<file path="src/rtl/ret_bin_alloc_pkg.sv">
package ret_bin_alloc_pkg;

  // Source of the single tail-append performed by the free lists each cycle
  typedef enum logic [1:0] {
    APP_NONE = 2'd0,
    APP_LOAD = 2'd1,
    APP_REL  = 2'd2
  } app_src_e;

endpackage

</file>
<file path="src/rtl/rba_freelist.sv">
module rba_freelist
  import ret_bin_alloc_pkg::*;
#(
  parameter int NUM_PAGES = 16,
  parameter int NUM_CLS   = 4,
  localparam int PGW = $clog2(NUM_PAGES),
  localparam int CLW = $clog2(NUM_CLS)
) (
  input  logic               clk,
  input  logic               rst_n,
  input  logic               ld_valid,
  input  logic [PGW-1:0]     ld_page,
  input  logic [CLW-1:0]     ld_cls,
  input  logic               ld_excl,
  input  logic               rel_valid,
  input  logic [PGW-1:0]     rel_page,
  input  logic               pop_valid,
  input  logic [CLW-1:0]     pop_cls,
  output logic [NUM_CLS-1:0] nonempty,
  output logic [PGW-1:0]     head_page,
  output logic [CLW-1:0]     rel_cls
);

  logic [CLW-1:0] cls_q  [NUM_PAGES];
  logic [CLW-1:0] cls_d  [NUM_PAGES];
  logic           excl_q [NUM_PAGES];
  logic           excl_d [NUM_PAGES];
  logic [PGW-1:0] nxt_q  [NUM_PAGES];
  logic [PGW-1:0] nxt_d  [NUM_PAGES];
  logic [PGW-1:0] head_q [NUM_CLS];
  logic [PGW-1:0] head_d [NUM_CLS];
  logic [PGW-1:0] tail_q [NUM_CLS];
  logic [PGW-1:0] tail_d [NUM_CLS];
  logic [NUM_CLS-1:0] ne_q, ne_d;

  app_src_e       app_src;
  logic [PGW-1:0] app_page;
  logic [CLW-1:0] app_cls;

  assign nonempty  = ne_q;
  assign head_page = head_q[pop_cls];
  assign rel_cls   = cls_q[rel_page];

  always_comb begin
    if (rel_valid)                 app_src = APP_REL;
    else if (ld_valid && !ld_excl) app_src = APP_LOAD;
    else                           app_src = APP_NONE;
    app_page = rel_valid ? rel_page : ld_page;
    app_cls  = rel_valid ? cls_q[rel_page] : ld_cls;
  end

  always_comb begin
    cls_d  = cls_q;
    excl_d = excl_q;
    nxt_d  = nxt_q;
    head_d = head_q;
    tail_d = tail_q;
    ne_d   = ne_q;
    if (ld_valid && !rel_valid) begin
      cls_d[ld_page]  = ld_cls;
      excl_d[ld_page] = ld_excl;
    end
    // pop first, from the state before this cycle's append
    if (pop_valid) begin
      if (head_q[pop_cls] == tail_q[pop_cls]) ne_d[pop_cls] = 1'b0;
      else                                    head_d[pop_cls] = nxt_q[head_q[pop_cls]];
    end
    if (app_src != APP_NONE) begin
      if (!ne_d[app_cls]) begin
        head_d[app_cls] = app_page;
        tail_d[app_cls] = app_page;
        ne_d[app_cls]   = 1'b1;
      end else begin
        nxt_d[tail_q[app_cls]] = app_page;
        tail_d[app_cls]        = app_page;
      end
    end
  end

  always_ff @(posedge clk or negedge rst_n) begin
    if (!rst_n) begin
      ne_q <= '0;
      for (int p = 0; p < NUM_PAGES; p++) begin
        cls_q[p]  <= '0;
        excl_q[p] <= 1'b0;
        nxt_q[p]  <= '0;
      end
      for (int c = 0; c < NUM_CLS; c++) begin
        head_q[c] <= '0;
        tail_q[c] <= '0;
      end
    end else begin
      ne_q   <= ne_d;
      cls_q  <= cls_d;
      excl_q <= excl_d;
      nxt_q  <= nxt_d;
      head_q <= head_d;
      tail_q <= tail_d;
    end
  end

  // a page marked excluded never sits at the head of a list being popped
  assert_no_excl_pop_R2: assert property (@(posedge clk) disable iff (!rst_n)
    pop_valid |-> !excl_q[head_q[pop_cls]]);

  // popping is only requested from a class whose list holds a page
  assert_pop_nonempty_R3: assert property (@(posedge clk) disable iff (!rst_n)
    pop_valid |-> ne_q[pop_cls]);

endmodule

</file>
<file path="src/rtl/rba_cls_pick.sv">
module rba_cls_pick #(
  parameter int NUM_CLS = 4,
  localparam int CLW = $clog2(NUM_CLS)
) (
  input  logic [NUM_CLS-1:0] nonempty,
  output logic               any,
  output logic [CLW-1:0]     sel
);

  // lowest-numbered (longest-retention) class with a free page wins
  always_comb begin
    any = 1'b0;
    sel = '0;
    for (int c = NUM_CLS - 1; c >= 0; c--) begin
      if (nonempty[c]) begin
        any = 1'b1;
        sel = CLW'(c);
      end
    end
  end

endmodule

</file>
<file path="src/rtl/rba_period.sv">
module rba_period #(
  parameter int NUM_PAGES = 16,
  parameter int NUM_CLS   = 4,
  parameter int PER_W     = 16,
  localparam int CLW = $clog2(NUM_CLS),
  localparam int CW  = $clog2(NUM_PAGES + 1)
) (
  input  logic             clk,
  input  logic             rst_n,
  input  logic             bnd_we,
  input  logic [CLW-1:0]   bnd_cls,
  input  logic [PER_W-1:0] bnd_val,
  input  logic             inc_valid,
  input  logic [CLW-1:0]   inc_cls,
  input  logic             dec_valid,
  input  logic [CLW-1:0]   dec_cls,
  output logic [PER_W-1:0] period
);

  logic [PER_W-1:0] bnd_q [NUM_CLS];
  logic [CW-1:0]    cnt_q [NUM_CLS];
  logic [PER_W-1:0] per_d, per_q;

  for (genvar g = 0; g < NUM_CLS; g++) begin : g_cls
    logic          up, dn, cnt_en, bnd_en;
    logic [CW-1:0] cnt_r, cnt_n;
    logic [PER_W-1:0] bnd_r;

    assign up     = inc_valid && (inc_cls == CLW'(g));
    assign dn     = dec_valid && (dec_cls == CLW'(g));
    assign cnt_en = up ^ dn;
    assign bnd_en = bnd_we && (bnd_cls == CLW'(g));

    always_comb cnt_n = up ? cnt_r + CW'(1) : cnt_r - CW'(1);

    always_ff @(posedge clk or negedge rst_n) begin
      if (!rst_n) begin
        cnt_r <= '0;
        bnd_r <= '0;
      end else begin
        if (cnt_en) cnt_r <= cnt_n;
        if (bnd_en) bnd_r <= bnd_val;
      end
    end

    assign cnt_q[g] = cnt_r;
    assign bnd_q[g] = bnd_r;

    // a release never hits a class with nothing allocated
    assert_cnt_floor_R6: assert property (@(posedge clk) disable iff (!rst_n)
      (dn && !up) |-> (cnt_r != '0));

    // count never exceeds the number of pages
    assert_cnt_ceiling_R6: assert property (@(posedge clk) disable iff (!rst_n)
      cnt_r <= CW'(NUM_PAGES));
  end

  always_comb begin
    per_d = bnd_q[0];
    for (int c = 0; c < NUM_CLS; c++) begin
      if (cnt_q[c] != '0) per_d = bnd_q[c];
    end
  end

  always_ff @(posedge clk or negedge rst_n) begin
    if (!rst_n) per_q <= '0;
    else        per_q <= per_d;
  end

  assign period = per_q;

  // an occupied weakest class always sets the period
  assert_weakest_sets_period_R7: assert property (@(posedge clk) disable iff (!rst_n)
    (cnt_q[NUM_CLS-1] != '0) |=> (period == $past(bnd_q[NUM_CLS-1])));

endmodule

</file>
<file path="src/rtl/ret_bin_alloc.sv">
module ret_bin_alloc #(
  parameter int NUM_PAGES = 16,
  parameter int NUM_CLS   = 4,
  parameter int PER_W     = 16,
  localparam int PGW = $clog2(NUM_PAGES),
  localparam int CLW = $clog2(NUM_CLS)
) (
  input  logic             clk,
  input  logic             rst_n,
  input  logic             bnd_we,
  input  logic [CLW-1:0]   bnd_cls,
  input  logic [PER_W-1:0] bnd_val,
  input  logic             ld_valid,
  input  logic [PGW-1:0]   ld_page,
  input  logic [CLW-1:0]   ld_cls,
  input  logic             ld_excl,
  input  logic             alloc_req,
  output logic             alloc_gnt,
  output logic [PGW-1:0]   alloc_page,
  output logic             alloc_oom,
  input  logic             rel_valid,
  input  logic [PGW-1:0]   rel_page,
  output logic [PER_W-1:0] refresh_period
);

  logic [NUM_CLS-1:0] nonempty;
  logic               any_free;
  logic [CLW-1:0]     pick_cls;
  logic [PGW-1:0]     head_page;
  logic [CLW-1:0]     rel_cls;
  logic               pop;

  logic           gnt_q, gnt_d;
  logic           oom_q, oom_d;
  logic [PGW-1:0] page_q, page_d;

  assign pop = alloc_req && any_free;

  rba_cls_pick #(.NUM_CLS(NUM_CLS)) u_pick (
    .nonempty (nonempty),
    .any      (any_free),
    .sel      (pick_cls)
  );

  rba_freelist #(.NUM_PAGES(NUM_PAGES), .NUM_CLS(NUM_CLS)) u_lists (
    .clk       (clk),
    .rst_n     (rst_n),
    .ld_valid  (ld_valid),
    .ld_page   (ld_page),
    .ld_cls    (ld_cls),
    .ld_excl   (ld_excl),
    .rel_valid (rel_valid),
    .rel_page  (rel_page),
    .pop_valid (pop),
    .pop_cls   (pick_cls),
    .nonempty  (nonempty),
    .head_page (head_page),
    .rel_cls   (rel_cls)
  );

  rba_period #(.NUM_PAGES(NUM_PAGES), .NUM_CLS(NUM_CLS), .PER_W(PER_W)) u_period (
    .clk       (clk),
    .rst_n     (rst_n),
    .bnd_we    (bnd_we),
    .bnd_cls   (bnd_cls),
    .bnd_val   (bnd_val),
    .inc_valid (pop),
    .inc_cls   (pick_cls),
    .dec_valid (rel_valid),
    .dec_cls   (rel_cls),
    .period    (refresh_period)
  );

  always_comb begin
    gnt_d  = pop;
    oom_d  = alloc_req && !any_free;
    page_d = pop ? head_page : page_q;
  end

  always_ff @(posedge clk or negedge rst_n) begin
    if (!rst_n) begin
      gnt_q  <= 1'b0;
      oom_q  <= 1'b0;
      page_q <= '0;
    end else begin
      gnt_q  <= gnt_d;
      oom_q  <= oom_d;
      page_q <= page_d;
    end
  end

  assign alloc_gnt  = gnt_q;
  assign alloc_oom  = oom_q;
  assign alloc_page = page_q;

  // grant and refusal are exclusive
  assert_gnt_oom_excl_R10: assert property (@(posedge clk) disable iff (!rst_n)
    !(alloc_gnt && alloc_oom));

  // no answer without a sampled request
  assert_answer_needs_req_R10: assert property (@(posedge clk) disable iff (!rst_n)
    (alloc_gnt || alloc_oom) |-> $past(alloc_req));

  // refusal only when every list was empty
  assert_oom_all_empty_R5: assert property (@(posedge clk) disable iff (!rst_n)
    alloc_oom |-> ($past(nonempty) == '0));

  // a request with some free page is always granted
  assert_req_granted_R3: assert property (@(posedge clk) disable iff (!rst_n)
    (alloc_req && (nonempty != '0)) |=> alloc_gnt);

endmodule

</file>
<file path="config.mk">
export PLATFORM = sky130hd
export DESIGN_NAME = ret_bin_alloc
export DESIGN_NICKNAME = d
export VERILOG_FILES = /design/src/rtl/ret_bin_alloc_pkg.sv /design/src/rtl/rba_freelist.sv /design/src/rtl/rba_cls_pick.sv /design/src/rtl/rba_period.sv /design/src/rtl/ret_bin_alloc.sv
export SDC_FILE = /design/constraint.sdc
export NUM_CORES = 1
export LEC_CHECK = 0
export ABC_AREA = 1
export CAP_MARGIN = 20
export CORE_ASPECT_RATIO = 1.1
export CORE_MARGIN = 4
export CORE_UTILIZATION = 55
export DETAILED_ROUTE_END_ITERATION = 7
export DONT_BUFFER_PORTS = 1
export HOLD_SLACK_MARGIN = 0.15
export PLACE_DENSITY_LB_ADDON = 0.25
export SLEW_MARGIN = 0
export SYNTH_ARGS = -nofsm -noshare
export SYNTH_HDL_FRONTEND = slang
export SYNTH_SLANG_ARGS = --single-unit
</file>
<file path="constraint.sdc">
create_clock -name clk -period 6.4 [get_ports clk]
set_clock_uncertainty 0.15 [all_clocks]
set_input_delay 0 -clock clk [delete_from_list [all_inputs] [get_ports clk]]
set_output_delay 0 -clock clk [all_outputs]
set_load 0.02 [all_outputs]
</file>
==> flow_metrics.tcl, run 1 <==
set metrics [dict create \
    outcome "finished, violations left" \
    violations "negative hold slack" \
    setup_slack_on_the_worst_flop_to_flop_path_ns 1.91 \
    antenna_cells 0 \
    timing.critical_path.slowest_stage_cell "sky130_fd_sc_hd__buf_4" \
    pin_count 57 \
    synth_enable_flop_cells 0 \
    drt_iter0_markers 872 \
    yosysWarningCount 0 \
    final-hold-violation-count 6 \
    grt_pass1_vias 10500 \
    synth.distinct_cells 38 \
    critical_path_end_type "flip-flop" \
    cp_slowest_stage_delay_ns 0.65 \
    critical_path.max_fanout 80 \
    finish.cell_count_without_fillers 1927 \
    ctsResizeCount 0 \
    routedWlPerCell_um 15.8 \
    post-route-drc-count 0 \
    synthesis.area_per_instance_um2 7.69 \
    synth_area_leaders "sky130_fd_sc_hd__dfrtp_1 (48%), sky130_fd_sc_hd__nand2_1 (16%), sky130_fd_sc_hd__o21ai_0 (6.8%)" \
    timing.fmax_ghz 0.223 \
    share_of_synthesized_area_occupied_by_flip_flops_and_latches_pct 48.0 \
    period_needed_ns 4.49 \
    grt_antenna_before_repair 0 \
    drt-pass1-iter-count 5 \
    post_synth_most_frequent_cells "sky130_fd_sc_hd__nand2_1 (517), sky130_fd_sc_hd__dfrtp_1 (233), sky130_fd_sc_hd__o21ai_0 (165), sky130_fd_sc_hd__inv_1 (132), sky130_fd_sc_hd__nor2_1 (118)" \
    postSynth.topFlopCell "sky130_fd_sc_hd__dfrtp_1" \
    finalHoldWorstSlack_ns -0.0319 \
    clk_path_buf_depth 3 \
    place_inst 1812 \
    layout_net_count 1664 \
    gr-usage-all-layers_pct 25.3 \
    grt_start_max_net_pins 234 \
    r2r-start "u_lists.cls_q[3]$_DFFE_PN0P_" \
    ir_drop_v 0.000296 \
    wirelength_um 30400 \
    final_layout_size_suffix_gt1_share_pct 8.43 \
    critPathRequiredTime_ns 6.67 \
    synth.cell_area_um2 12100 \
    syn_nets 1626 \
    finalSetupViolCount 0 \
    die_width_um 150 \
    synthDominantAreaCellType "sky130_fd_sc_hd__dfrtp_1" \
    core_area_um2 21500 \
    layout_worst_path_cycle_share_pct 70.2 \
    numCtsBuffers 26 \
    yosys.cell_count.top_type "sky130_fd_sc_hd__nand2_1" \
    grt_setup_unrepaired "no" \
    netlist_instances 1579 \
    totalNegativeSetupSlack_ns 0 \
    clk_transition_reported_paths_ns 0.06 \
    numPortBuffers 0 \
    fp-row-count 56 \
    global_route.overflow_total 0 \
    worst_slew_pin_slew_ns 1.31 \
    postSynth.asyncResetShare_pct 100 \
    arrival_ns 4.76 \
    clock-sinks 233 \
    synth-seq-cells 233 \
    worst-setup-path-type "flip-flop to flip-flop" \
    clock_latency_ns 0.54 \
    cts.htree.levels 1 \
    initial_utilization_pct 56.4 \
    slew_viol_final 0 \
    maxCapViolations 0 \
    grt_first_pass_wirelength_um 51300 \
    die_height_um 164 \
    viasPerCell 5.52 \
    area_delta_synth_final_pct 15.2 \
    hpwlAfterDp_um 18600 \
    cellLeakagePower_uw 0.00696 \
    slew-limit-headroom_pct 12.4 \
    path_cells "inv_1 > nand2_1 > nand3_1 > nand3_1 > nand3_1 > dlygate4sd3_1 > nand2_2 > dlygate4sd3_1 > nand2_1 > nand2_2 > nor2_1 > nand3_2 > nand4_4 > buf_4 > nand3_1 > nand2_1 > nand2_1" \
    clock-root-buffer "sky130_fd_sc_hd__clkbuf_16" \
    ff2ff_path_depth 17 \
    power_per_cell_area_nw_per_um2 439 \
    drtAntennaViolNets 0 \
    critical_path.reg2reg.endpoint "u_lists.nxt_q[31]$_DFFE_PN0P_" \
    routed-via-count 10600 \
    gp_congestion 0.892 \
    floorplan.die_area_um2 24500 \
    synth_top_area_share_pct 48.0 \
    tritoncts "yes" \
    min_path_type "primary input to async pin" \
    cp-start-kind "flip-flop" \
]
-- what timing repair did --
| item | CTS | global route |
|---|---|---|
| buffers inserted | 0 | 0 |
| hold buffers | 64 | 2 |
| hold endpoints to repair | 450 | 16 |
-- where the power goes --
group / switching (uW) / internal (uW) / leakage, uW
Sequential: 359 / 1940 / 0.00294
Combinational: 1410 / 761 / 0.00354
Clock: 617 / 1050 / 0.000478
Total: 2390 / 3750 / 0.00696
-- state kept, by name (all words and copies together) (netlist names), 15 cells and up --
signal	cells
u_lists.nxt_q	64
u_period.g_cls.bnd_r	64
u_lists.cls_q	32
u_lists.head_q	16
u_lists.tail_q	16
u_period.period	16
u_period.g_cls.cnt_r	15
-- per-layer routing --
| layer | global-route usage [%] | routed length, um | up-vias |
|---|---|---|---|
| li1 | - | - | 5234 |
| met2 | 43.5 | 15000 | 288 |
| met5 | 0 | 0 | - |
| met3 | 3.84 | 1410 | 67 |
| met4 | 8.57 | 923 | 0 |
| met1 | 33.0 | 13000 | 5046 |
-- metrics by stage --
| step | worst slack (ns) | total power, uW | cell area, um^2 | utilization, % | hold slack [ns] |
|---|---|---|---|---|---|
| 2_1_floorplan | 3.70 | 3870 | 12100 | - | -0.446 |
| 3_3_place_gp | 2.55 | 4340 | 12300 | 57.2 | -0.434 |
| 3_5_place_dp | 2.43 | 4400 | 12300 | 57.2 | -0.433 |
| 4_1_cts | 1.94 | 6160 | 13900 | 64.8 | 0.154 |
| 5_1_grt | 1.46 | 6590 | 14000 | 65.0 | 0.236 |
| 6_report | 1.91 | 6140 | 14000 | 65.0 | -0.0319 |
-- cells in the final DEF, fill, tap and decap left out, types with 5 or more instances in the layout --
cell and count:
sky130_fd_sc_hd__a21oi_1 24, sky130_fd_sc_hd__a22oi_1 15, sky130_fd_sc_hd__buf_4 11, sky130_fd_sc_hd__bufinv_16 6
sky130_fd_sc_hd__clkbuf_16 26, sky130_fd_sc_hd__clkbuf_8 5, sky130_fd_sc_hd__dfrtp_1 233, sky130_fd_sc_hd__dlygate4sd3_1 65
sky130_fd_sc_hd__ha_1 9, sky130_fd_sc_hd__inv_1 132, sky130_fd_sc_hd__inv_2 10, sky130_fd_sc_hd__nand2_1 517
sky130_fd_sc_hd__nand2_2 8, sky130_fd_sc_hd__nand3_1 100, sky130_fd_sc_hd__nand3_2 25, sky130_fd_sc_hd__nand3b_1 8
sky130_fd_sc_hd__nand4_1 68, sky130_fd_sc_hd__nor2_1 118, sky130_fd_sc_hd__nor2_2 7, sky130_fd_sc_hd__nor3_1 5
sky130_fd_sc_hd__o211ai_1 16, sky130_fd_sc_hd__o21ai_0 165, sky130_fd_sc_hd__o21ai_2 5, sky130_fd_sc_hd__or2_2 14
sky130_fd_sc_hd__xor2_1 6
-- worst max-delay path by stage --
stage	from	endpoint	slack [ns]	cells after the start
after floorplan	u_lists.nonempty[0]$_DFF_PN0_	u_period.g_cls[1].cnt_r[4]$_DFFE_PN0P_	3.70	11
final	u_lists.cls_q[3]$_DFFE_PN0P_	u_lists.nxt_q[31]$_DFFE_PN0P_	1.91	17
after global placement	u_lists.nonempty[0]$_DFF_PN0_	u_lists.nxt_q[31]$_DFFE_PN0P_	2.55	15
after global routing	u_lists.cls_q[1]$_DFFE_PN0P_	u_lists.nxt_q[28]$_DFFE_PN0P_	1.46	17
after CTS	u_lists.cls_q[3]$_DFFE_PN0P_	u_lists.nxt_q[30]$_DFFE_PN0P_	1.94	17
after detailed placement	u_lists.nonempty[0]$_DFF_PN0_	u_lists.nxt_q[31]$_DFFE_PN0P_	2.43	15
-- critical path, delay by kind of cell, from the launching register on --
kind | cells | cell delay [ns]
buf+inv | 4 | 1.90
simple gates | 13 | 1.90
flops | 1 | 0.38
-- kinds of logic after synthesis --
| group | synth area share [%] |
|---|---|
| compound gates | 10.2 |
| xor+xnor | 0.722 |
| fa+ha+maj | 1.42 |
| buf+inv | 6.82 |
| flops | 48.0 |
| mux | 0.361 |
| simple gates | 32.4 |
-- layout make-up --
cell class	count	area, um^2
flip-flops and latches	233	5830
clock inverters	14	244
fillers	1809	7520
multi-input cells	1135	5490
repair buffers	78	788
well taps	290	363
inverters	143	537
clock buffers	34	731
(Power assumes the default switching activity.)
==> run 2: changes to the inputs <==
==> constraint.sdc (replaced) <==
create_clock -name clk -period 3.8 [get_ports clk]
set_clock_uncertainty 0.15 [all_clocks]
set_input_delay 0 -clock clk [delete_from_list [all_inputs] [get_ports clk]]
set_output_delay 0 -clock clk [all_outputs]
set_load 0.02 [all_outputs]
==> run 2 against run 1 <==
Against the previous run:
- register-to-register slack got worse by 1.5 ns
- combinational power rose by 68%
- cell area fell by 1.3%
- the run still ends with negative hold slack left
- clock power increased by 46%
- fmax up 31%
- sequential cell count unchanged
- utilization is 0.81 points lower
==> flow_metrics.tcl, run 2 (same netlist as run 1, synthesis figures left out) <==
set metrics [dict create \
    period_needed_ns 3.42 \
    critical_path_end_type "flip-flop" \
    floorplan.die_area_um2 24500 \
    timing.critical_path.slowest_stage_cell "sky130_fd_sc_hd__dfrtp_1" \
    min_path_type "primary input to async pin" \
    drt_iter0_markers 770 \
    final-hold-violation-count 233 \
    crit_path_frequent_cell "sky130_fd_sc_hd__nand2_1" \
    viasPerCell 5.48 \
    power_per_cell_area_nw_per_um2 719 \
    slew_viol_final 0 \
    final_common_cell "sky130_fd_sc_hd__nand2_1" \
    most-common-layout-cells "sky130_fd_sc_hd__nand2_1 (517), sky130_fd_sc_hd__dfrtp_1 (233), sky130_fd_sc_hd__o21ai_0 (165)" \
    critPathRequiredTime_ns 4.06 \
    finalHoldWorstSlack_ns -0.980 \
    antenna_cells 0 \
    cellLeakagePower_uw 0.00688 \
    violations "negative hold slack" \
    pwr-share-clk_pct 24.5 \
    share_of_total_power_in_combinational_logic_pct 36.8 \
    worst-setup-path-type "flip-flop to flip-flop" \
    maxCapViolations 0 \
    tritoncts "yes" \
    routed-via-count 10600 \
    core_area_um2 21500 \
    nFillCells 1874 \
    cp-start-kind "flip-flop" \
    global_route.overflow_total 0 \
    fp-row-count 56 \
    drtAntennaViolNets 0 \
    die_width_um 150 \
    routedWlPerCell_um 15.4 \
    post-route-drc-count 0 \
    path_cells "o21ai_2 > nand3_2 > nor2_1 > nor2_4 > nand2_1 > nand2_1 > nand2_2 > nor2_4 > nand3_1 > nand3_2 > nand4_4 > buf_6 > nand3_1 > nand2_1 > nand2_1" \
    numCtsBuffers 25 \
    gp_congestion 0.891 \
    clock_latency_ns 0.53 \
    grt_setup_unrepaired "no" \
    gr-usage-all-layers_pct 24.6 \
    grt_start_max_net_pins 234 \
    clk_path_buf_depth 3 \
    critical_path.max_fanout 80 \
    registers_with_the_most_flip_flops "u_lists.nxt_q: 64 flops, u_period.g_cls.bnd_r: 64 flops, u_lists.cls_q: 32 flops" \
    grt_antenna_before_repair 0 \
    power.switching_fraction_pct 39.5 \
    clock-sinks 233 \
    finalSetupViolCount 0 \
    numPortBuffers 0 \
    cp_slowest_stage_delay_ns 0.56 \
    worst_slew_pin_slew_ns 1.02 \
    slew-limit-headroom_pct 31.8 \
    layout_net_count 1666 \
    initial_utilization_pct 56.4 \
    pin_count 57 \
    die_height_um 164 \
    final_setup_slack_of_the_worst_path_ns 0.377 \
    arrival_ns 3.69 \
    final_layout_size_suffix_gt1_share_pct 8.31 \
    clock-root-buffer "sky130_fd_sc_hd__clkbuf_16" \
    preCtsSetupSlack_ns 0.255 \
    ir_drop_v 0.000500 \
    drt-pass1-iter-count 6 \
    area_delta_synth_final_pct 13.8 \
    outcome "finished, violations left" \
    hpwlAfterDp_um 18500 \
    grt_pass1_vias 10200 \
    post-cts-setup-buffer-count 0 \
    cellInternalPower_uw 6010 \
    power_switching_uw 3920 \
    grt_first_pass_wirelength_um 50100 \
    clk_transition_reported_paths_ns 0.06 \
    wirelength_um 29700 \
    cts.htree.levels 1 \
    totalNegativeSetupSlack_ns 0 \
    power.share.sequential_pct 38.7 \
    timing.fmax_ghz 0.292 \
    layout_worst_path_cycle_share_pct 90.1 \
]
run 2: power by group through the flow:
stage | combinational [uW] | clock, uW | sequential (uW)
after floorplan | 2780 | 0 | 3730
after detailed placement | 3560 | 0 | 3870
after CTS | 3640 | 2470 | 3840
after global routing | 4150 | 2580 | 3940
after global placement | 3470 | 0 | 3870
final | 3650 | 2440 | 3840
run 2: layer usage:
| layer | GRT usage (%) | routed length [um] | vias to the layer above |
|---|---|---|---|
| li1 | - | - | 5214 |
| met1 | 32.6 | 12800 | 4972 |
| met2 | 41.9 | 14500 | 299 |
| met3 | 3.59 | 1700 | 75 |
| met4 | 8.24 | 751 | 0 |
| met5 | 0 | 0 | - |
run 2: worst paths after layout:
check	startpoint	endpoint	slack, ns	cells after the start
max	u_lists.nonempty[2]$_DFF_PN0_	u_lists.nxt_q[28]$_DFFE_PN0P_	0.38	15
min	rst_n	u_lists.nxt_q[19]$_DFFE_PN0P_	-0.98	0
max reg2reg	u_lists.nonempty[2]$_DFF_PN0_	u_lists.nxt_q[28]$_DFFE_PN0P_	0.38	15
min reg2reg	u_lists.nxt_q[52]$_DFFE_PN0P_	u_lists.nxt_q[52]$_DFFE_PN0P_	0.32	2
max in group asynchronous	rst_n	u_lists.nxt_q[29]$_DFFE_PN0P_	3.98	0
min in group clk	bnd_we	u_period.g_cls[0].bnd_r[15]$_DFFE_PN0P_	0.15	3
run 2: layout make-up:
cell class	instances	area, um^2	area share, %
clock inverters	9	104	0.752
inverters	143	537	3.89
repair buffers	81	777	5.63
clock buffers	36	707	5.12
well taps	290	363	2.63
multi-input cells	1135	5490	39.8
flip-flops and latches	233	5830	42.2
run 2: critical path: cells and delay by family, from the launching register on:
kind,cells,cell delay (ns)
AOI/OAI and AO/OA,1,0.43
buffers and inverters,1,0.48
DFF,1,0.56
and+or+nand+nor,13,1.68
run 2: stage by stage:
step	instance area (um^2)	power, uW	instances	hold slack (ns)	util, %
floorplan	12100	6520	1579	-0.446	-
global placement	12400	7340	1818	-0.435	57.4
detailed placement	12400	7430	1818	-0.435	57.4
CTS	13800	9950	1924	-0.995	64.0
global route	13800	10700	1927	-1.01	64.2
finish	13800	9930	1927	-0.980	64.2
run 2: what timing repair did:
item                                    in CTS  in global routing
hold buffers                                61                  2
hold endpoints to repair                   450                249
endpoints found under the setup margin       0                 31
resized for setup                            0                  1
